**src/rtl/incdec_adj_pkg.sv**
```systemverilog
package incdec_adj_pkg;

  // Result of one phase decision for the current cycle.
  typedef struct packed {
    logic take_carry;   // carry consumed at this tick
    logic take_borrow;  // borrow consumed at this tick
    logic emit;         // a pulse leaves on this tick
    logic armed_nxt;    // phase after this cycle
  } phase_step_t;

  // Phase rule: an armed tick emits, a disarmed tick is silent.
  // A carry fills a silent slot and a borrow empties an emitting slot.
  // In both cases the phase is held instead of advancing.
  function automatic phase_step_t phase_step(input logic armed,
                                             input logic tick,
                                             input logic carry_live,
                                             input logic borrow_live);
    phase_step_t r;
    r.take_carry  = tick & carry_live & ~armed;
    r.take_borrow = tick & borrow_live & armed;
    r.emit        = tick & (armed ? ~r.take_borrow : r.take_carry);
    r.armed_nxt   = (~tick | r.take_carry | r.take_borrow) ? armed : ~armed;
    return r;
  endfunction

  // Opposing requests in the same cycle annihilate.
  function automatic logic both_live(input logic c, input logic b);
    return c & b;
  endfunction

endpackage

```
**src/rtl/incdec_req_sync.sv**
```systemverilog
module incdec_req_sync #(
  parameter int STAGES = 2
) (
  input  logic clk_i,
  input  logic rst_i,
  input  logic req_i,
  output logic rise_o
);
  logic lvl;
  logic prev_q;

  generate
    if (STAGES == 0) begin : g_direct
      assign lvl = req_i;
    end else begin : g_chain
      logic [STAGES-1:0] sync_q;
      always_ff @(posedge clk_i) begin
        if (rst_i) begin
          sync_q <= '0;
        end else begin
          sync_q[0] <= req_i;
          for (int i = 1; i < STAGES; i++) sync_q[i] <= sync_q[i-1];
        end
      end
      assign lvl = sync_q[STAGES-1];
    end
  endgenerate

  always_ff @(posedge clk_i) begin
    if (rst_i) prev_q <= 1'b0;
    else       prev_q <= lvl;
  end

  assign rise_o = lvl & ~prev_q;

  // one event per rising edge, never on two cycles in a row
  a_r3_single_rise: assert property (@(posedge clk_i) disable iff (rst_i)
    rise_o |=> !rise_o);

endmodule

```
**src/rtl/incdec_pending.sv**
```systemverilog
module incdec_pending
  import incdec_adj_pkg::*;
(
  input  logic clk_i,
  input  logic rst_i,
  input  logic carry_rise_i,
  input  logic borrow_rise_i,
  input  logic take_carry_i,
  input  logic take_borrow_i,
  output logic carry_eff_o,
  output logic borrow_eff_o
);
  logic carry_q, borrow_q;
  logic carry_live, borrow_live, clash;

  // A new request merges into a pending one of the same kind.
  assign carry_live  = carry_q  | carry_rise_i;
  assign borrow_live = borrow_q | borrow_rise_i;
  assign clash       = both_live(carry_live, borrow_live);

  assign carry_eff_o  = carry_live  & ~clash;
  assign borrow_eff_o = borrow_live & ~clash;

  always_ff @(posedge clk_i) begin
    if (rst_i) begin
      carry_q  <= 1'b0;
      borrow_q <= 1'b0;
    end else begin
      carry_q  <= carry_eff_o  & ~take_carry_i;
      borrow_q <= borrow_eff_o & ~take_borrow_i;
    end
  end

  // reset leaves nothing pending
  a_r1_pending_reset: assert property (@(posedge clk_i)
    rst_i |=> (!carry_q && !borrow_q));

  // opposing live requests are both dropped
  a_r6_cancel: assert property (@(posedge clk_i) disable iff (rst_i)
    (carry_live && borrow_live) |=> (!carry_q && !borrow_q));

  // the store never holds a carry and a borrow together
  a_r6_never_both: assert property (@(posedge clk_i) disable iff (rst_i)
    !(carry_q && borrow_q));

  // a merged request leaves a single pending carry until used
  a_r7_merge_hold: assert property (@(posedge clk_i) disable iff (rst_i)
    (carry_q && carry_rise_i && !borrow_live && !take_carry_i) |=> carry_q);

endmodule

```
**src/rtl/incdec_phase.sv**
```systemverilog
module incdec_phase
  import incdec_adj_pkg::*;
(
  input  logic clk_i,
  input  logic rst_i,
  input  logic tick_i,
  input  logic carry_eff_i,
  input  logic borrow_eff_i,
  output logic take_carry_o,
  output logic take_borrow_o,
  output logic pulse_o
);
  logic        armed_q;
  logic        pulse_q;
  phase_step_t step;

  always_comb step = phase_step(armed_q, tick_i, carry_eff_i, borrow_eff_i);

  assign take_carry_o  = step.take_carry;
  assign take_borrow_o = step.take_borrow;

  always_ff @(posedge clk_i) begin
    if (rst_i) begin
      armed_q <= 1'b0;
      pulse_q <= 1'b0;
    end else begin
      armed_q <= step.armed_nxt;
      pulse_q <= step.emit;
    end
  end

  assign pulse_o = pulse_q;

  // reset drives the output low and the phase silent
  a_r1_reset_low: assert property (@(posedge clk_i)
    rst_i |=> (!pulse_o && !armed_q));

  // a plain tick advances the phase
  a_r2_alternate: assert property (@(posedge clk_i) disable iff (rst_i)
    (tick_i && !carry_eff_i && !borrow_eff_i) |=> (armed_q != $past(armed_q)));

  // a carry at a silent tick yields a pulse and holds the phase
  a_r4_carry_adds: assert property (@(posedge clk_i) disable iff (rst_i)
    (tick_i && carry_eff_i && !armed_q) |=> (pulse_o && !armed_q));

  // a borrow at an emitting tick suppresses it and holds the phase
  a_r5_borrow_drops: assert property (@(posedge clk_i) disable iff (rst_i)
    (tick_i && borrow_eff_i && armed_q) |=> (!pulse_o && armed_q));

  // without a tick nothing leaves and the phase is frozen
  a_r8_quiet: assert property (@(posedge clk_i) disable iff (rst_i)
    !tick_i |=> (!pulse_o && $stable(armed_q)));

endmodule

```
**src/rtl/incdec_pulse_adjuster.sv**
```systemverilog
module incdec_pulse_adjuster #(
  parameter int SYNC_STAGES = 2
) (
  input  logic clk_i,
  input  logic rst_i,
  input  logic tick_i,
  input  logic carry_req_i,
  input  logic borrow_req_i,
  output logic pulse_o
);
  localparam int NUM_REQ = 2;
  localparam int IDX_CARRY = 0;
  localparam int IDX_BORROW = 1;

  logic [NUM_REQ-1:0] req_vec;
  logic [NUM_REQ-1:0] rise_vec;
  logic carry_eff, borrow_eff;
  logic take_carry, take_borrow;

  assign req_vec[IDX_CARRY]  = carry_req_i;
  assign req_vec[IDX_BORROW] = borrow_req_i;

  generate
    for (genvar g = 0; g < NUM_REQ; g++) begin : g_req
      incdec_req_sync #(.STAGES(SYNC_STAGES)) u_sync (
        .clk_i  (clk_i),
        .rst_i  (rst_i),
        .req_i  (req_vec[g]),
        .rise_o (rise_vec[g])
      );
    end
  endgenerate

  incdec_pending u_pending (
    .clk_i         (clk_i),
    .rst_i         (rst_i),
    .carry_rise_i  (rise_vec[IDX_CARRY]),
    .borrow_rise_i (rise_vec[IDX_BORROW]),
    .take_carry_i  (take_carry),
    .take_borrow_i (take_borrow),
    .carry_eff_o   (carry_eff),
    .borrow_eff_o  (borrow_eff)
  );

  incdec_phase u_phase (
    .clk_i         (clk_i),
    .rst_i         (rst_i),
    .tick_i        (tick_i),
    .carry_eff_i   (carry_eff),
    .borrow_eff_i  (borrow_eff),
    .take_carry_o  (take_carry),
    .take_borrow_o (take_borrow),
    .pulse_o       (pulse_o)
  );

  // a consumed correction is never of both kinds at once
  a_r6_single_take: assert property (@(posedge clk_i) disable iff (rst_i)
    !(take_carry && take_borrow));

endmodule

```
**config.mk**
```make
export PLATFORM = sky130hd
export DESIGN_NAME = incdec_pulse_adjuster
export DESIGN_NICKNAME = d
export VERILOG_FILES = /design/src/rtl/incdec_adj_pkg.sv /design/src/rtl/incdec_req_sync.sv /design/src/rtl/incdec_pending.sv /design/src/rtl/incdec_phase.sv /design/src/rtl/incdec_pulse_adjuster.sv
export SDC_FILE = /design/constraint.sdc
export NUM_CORES = 1
export LEC_CHECK = 0
export ABC_CLOCK_PERIOD_IN_PS = 1500
export BUFFER_PORTS_ARGS = -buffer_cell sky130_fd_sc_hd__buf_2
export CORE_AREA = 3 3 40 42
export DETAILED_ROUTE_END_ITERATION = 10
export DIE_AREA = 0 0 43 45
export GPL_ROUTABILITY_DRIVEN = 0
export PLACE_DENSITY = 0.54
export SYNTH_ARGS = -nofsm -noshare
export SYNTH_HDL_FRONTEND = slang
export SYNTH_SLANG_ARGS = --single-unit
```
**constraint.sdc**
```tcl
create_clock -name clk_i -period 1.5 [get_ports clk_i]
set_clock_uncertainty 0.15 [all_clocks]
set_input_delay 0.3 -clock clk_i [delete_from_list [all_inputs] [get_ports clk_i]]
set_output_delay 0.3 -clock clk_i [all_outputs]
set_load 0.05 [all_outputs]
```
==> results.cfg <==
[cells_and_area]
n_antenna_cell = 0
syn_to_final_growth_pct = 20.9
nFillCells = 136
drive_gt1_frac = 0.356
final_nets = 51

[global_route]
grt_pass1_vias = 271
gr-total-overflow = 0
grt_max_degree = 11
grt_pass1_wl_mm = 1.07
antenna_found_initial = 0
grt_usage = 0.0810

[yosys]
synthArstFlopShare = 0
ys_warn_count = 0
synth_top_cell_area_share = 0.523
ys.flop_type = dfxtp_1
synth_enable_flop_cells = 0
syn_inst = 36
synth_seq_cells = 10
synth_common_cells = dfxtp_1, nor2b_1, nand2_1
ys_types = 18
synth.net_count = 41
avgSynthCellArea_sq_um = 10.6
syn_area_sq_um = 383
synth_area_leaders = dfxtp_1, nor2b_1, a311oi_2, a211oi_2, nor3b_2
synth_largest_area_cell = dfxtp_1
ys_seq_area_frac = 0.523
yosysMostFrequentCell = dfxtp_1

[route]
routed-via-count = 277
final_antenna_net_count = 0
drtPass1Iterations = 2
drc_errors = 0
drt-vias-per-instance = 4.62
drt_wl_total_microns = 586
wl_per_cell_microns = 9.77
drt-initial-drc-count = 2

[timing]
setup_slack_ps = 229
fmax_ghz = 0.787
period_minus_slack_ps = 1270
min_period_over_period = 0.847
max_slew_margin = 0.792
drv_slew = 0
tightest_slew_ps = 311
grt_setup_unrepaired = no
hold_violations = 0
setup_tns_ps = 0
finalSetupViolCount = 0

[cts]
numCtsBuffers = 3
clockBufferDepth = 2
cts_tree = yes
htree_levels = 1
cts_sinks = 10
cts.hold.buffers_added = 0
clock-root-buffer = clkbuf_4
cts_setup_buffers = 0
cts_resized = 0
path_clk_slew_ps = 70
clk_latency_ps = 270

[pwr]
leakage_uw = 0.000193
irDropWorstVdd_v = 0.000737
p_per_area_nw_per_um2 = 1250

[place]
port_buffers = 5
hpwl_microns = 415
pre_cts_ws_ps = 273

[worst_setup_path]
cp_slowest_cell = dfxtp_1
crit_arrival_ps = 820
path_buf_inv = 1
required_ps = 1050
critPathTopFamily = flip-flops
crit_type = reg -> out
max_stage_delay_ps = 300
endpoint_kind = output port
start_kind = register
worstPathMaxFanout = 1
worstPathCellList = buf_2

[flow_run]
max-cap-violations = 0

[outcome]
status = complete, no violations

[floorplan]
rows = 13
die-area_sq_um = 1940
start_util = 0.298
io_pins = 6
core_area_sq_um = 1280
fp.dieW_microns = 43
chipHeight_microns = 45

[worst_hold_path]
min_path_type = in -> reg
kinds of logic (layout without fill, tap and decap cells):
| family | Yosys count | after routing | share of synthesized area |
|---|---|---|---|
| AO/OA/AOI/OAI | 7 | 7 | 0.173 |
| buffers and inverters | 2 | 11 | 0.0196 |
| flip-flops | 10 | 10 | 0.523 |
| AND/OR/NAND/NOR | 17 | 17 | 0.284 |
sequential cells by signal (all words and copies together) (netlist names):
signal	count
g_req.u_sync.g_chain.sync_q	4
g_req.u_sync.prev_q	2
u_pending.borrow_q	1
u_pending.carry_q	1
u_phase.armed_q	1
u_phase.pulse_o	1
cell usage in the layout, fill, tap and decap left out:
cell type,synthesis,layout
o311a_1,1,1
a2111oi_1,1,1
inv_2,1,1
nor2_1,2,2
nor3b_2,1,1
nor2b_1,7,7
a211oi_2,1,1
and2b_1,1,1
o21ai_1,1,1
a311oi_2,1,1
o21ai_0,1,1
nand2_1,3,3
buf_2,0,5
o2111ai_1,1,1
nand2b_2,1,1
and2b_2,1,1
clkbuf_8,0,1
clkbuf_4,0,3
dfxtp_1,10,10
and2_4,1,1
inv_1,1,1
path summary, 6_finish.rpt:
kind                                startpoint                           endpoint  slack (ps)  cells past startpoint
min reg2reg  g_req[1].u_sync.g_chain.sync_q[0]  g_req[1].u_sync.g_chain.sync_q[1]         290                      1
min                               borrow_req_i  g_req[1].u_sync.g_chain.sync_q[0]          90                      2
max reg2reg             g_req[1].u_sync.prev_q                 u_pending.borrow_q         320                      3
max                            u_phase.pulse_o                            pulse_o         230                      1
cell type report:
type / instances / area [sq um] / area share
Inverter: 2 / 7.51 / 0.0162
Tap cell: 15 / 18.8 / 0.0405
Timing Repair Buffer: 5 / 25.0 / 0.0541
Sequential cell: 10 / 200 / 0.432
Clock buffer: 4 / 36.3 / 0.0784
Multi-Input combinational cell: 24 / 175 / 0.378
layer usage:
layer / global-route usage / routed length (microns) / share of wire / vias to the layer above
met5: 0 / 0 / 0 / -
met4: 0.0602 / 13 / 0.022 / 0
met3: 0.0598 / 50 / 0.085 / 2
met2: 0.126 / 269 / 0.46 / 8
met1: 0.0730 / 252 / 0.43 / 125
li1: - / - / - / 142
stage by stage:
step / utilization / power, uW / hold slack (ps) / std cells / cell area [sq um]
floorplan: - / 327 / 220 / 36 / 383
global placement: 0.332 / 344 / 270 / 56 / 427
detailed placement: 0.332 / 343 / 274 / 56 / 427
CTS: 0.360 / 595 / 81.1 / 60 / 463
global route: 0.360 / 615 / 92.0 / 60 / 463
finish: 0.360 / 581 / 93.1 / 60 / 463
report_power, final:
| group | switching, uW | total (uW) | internal [uW] |
|---|---|---|---|
| Sequential | 6.33 | 285 | 278 |
| Combinational | 28.4 | 52.4 | 24.1 |
| Clock | 96.5 | 244 | 147 |
(Power assumes the default switching activity.)
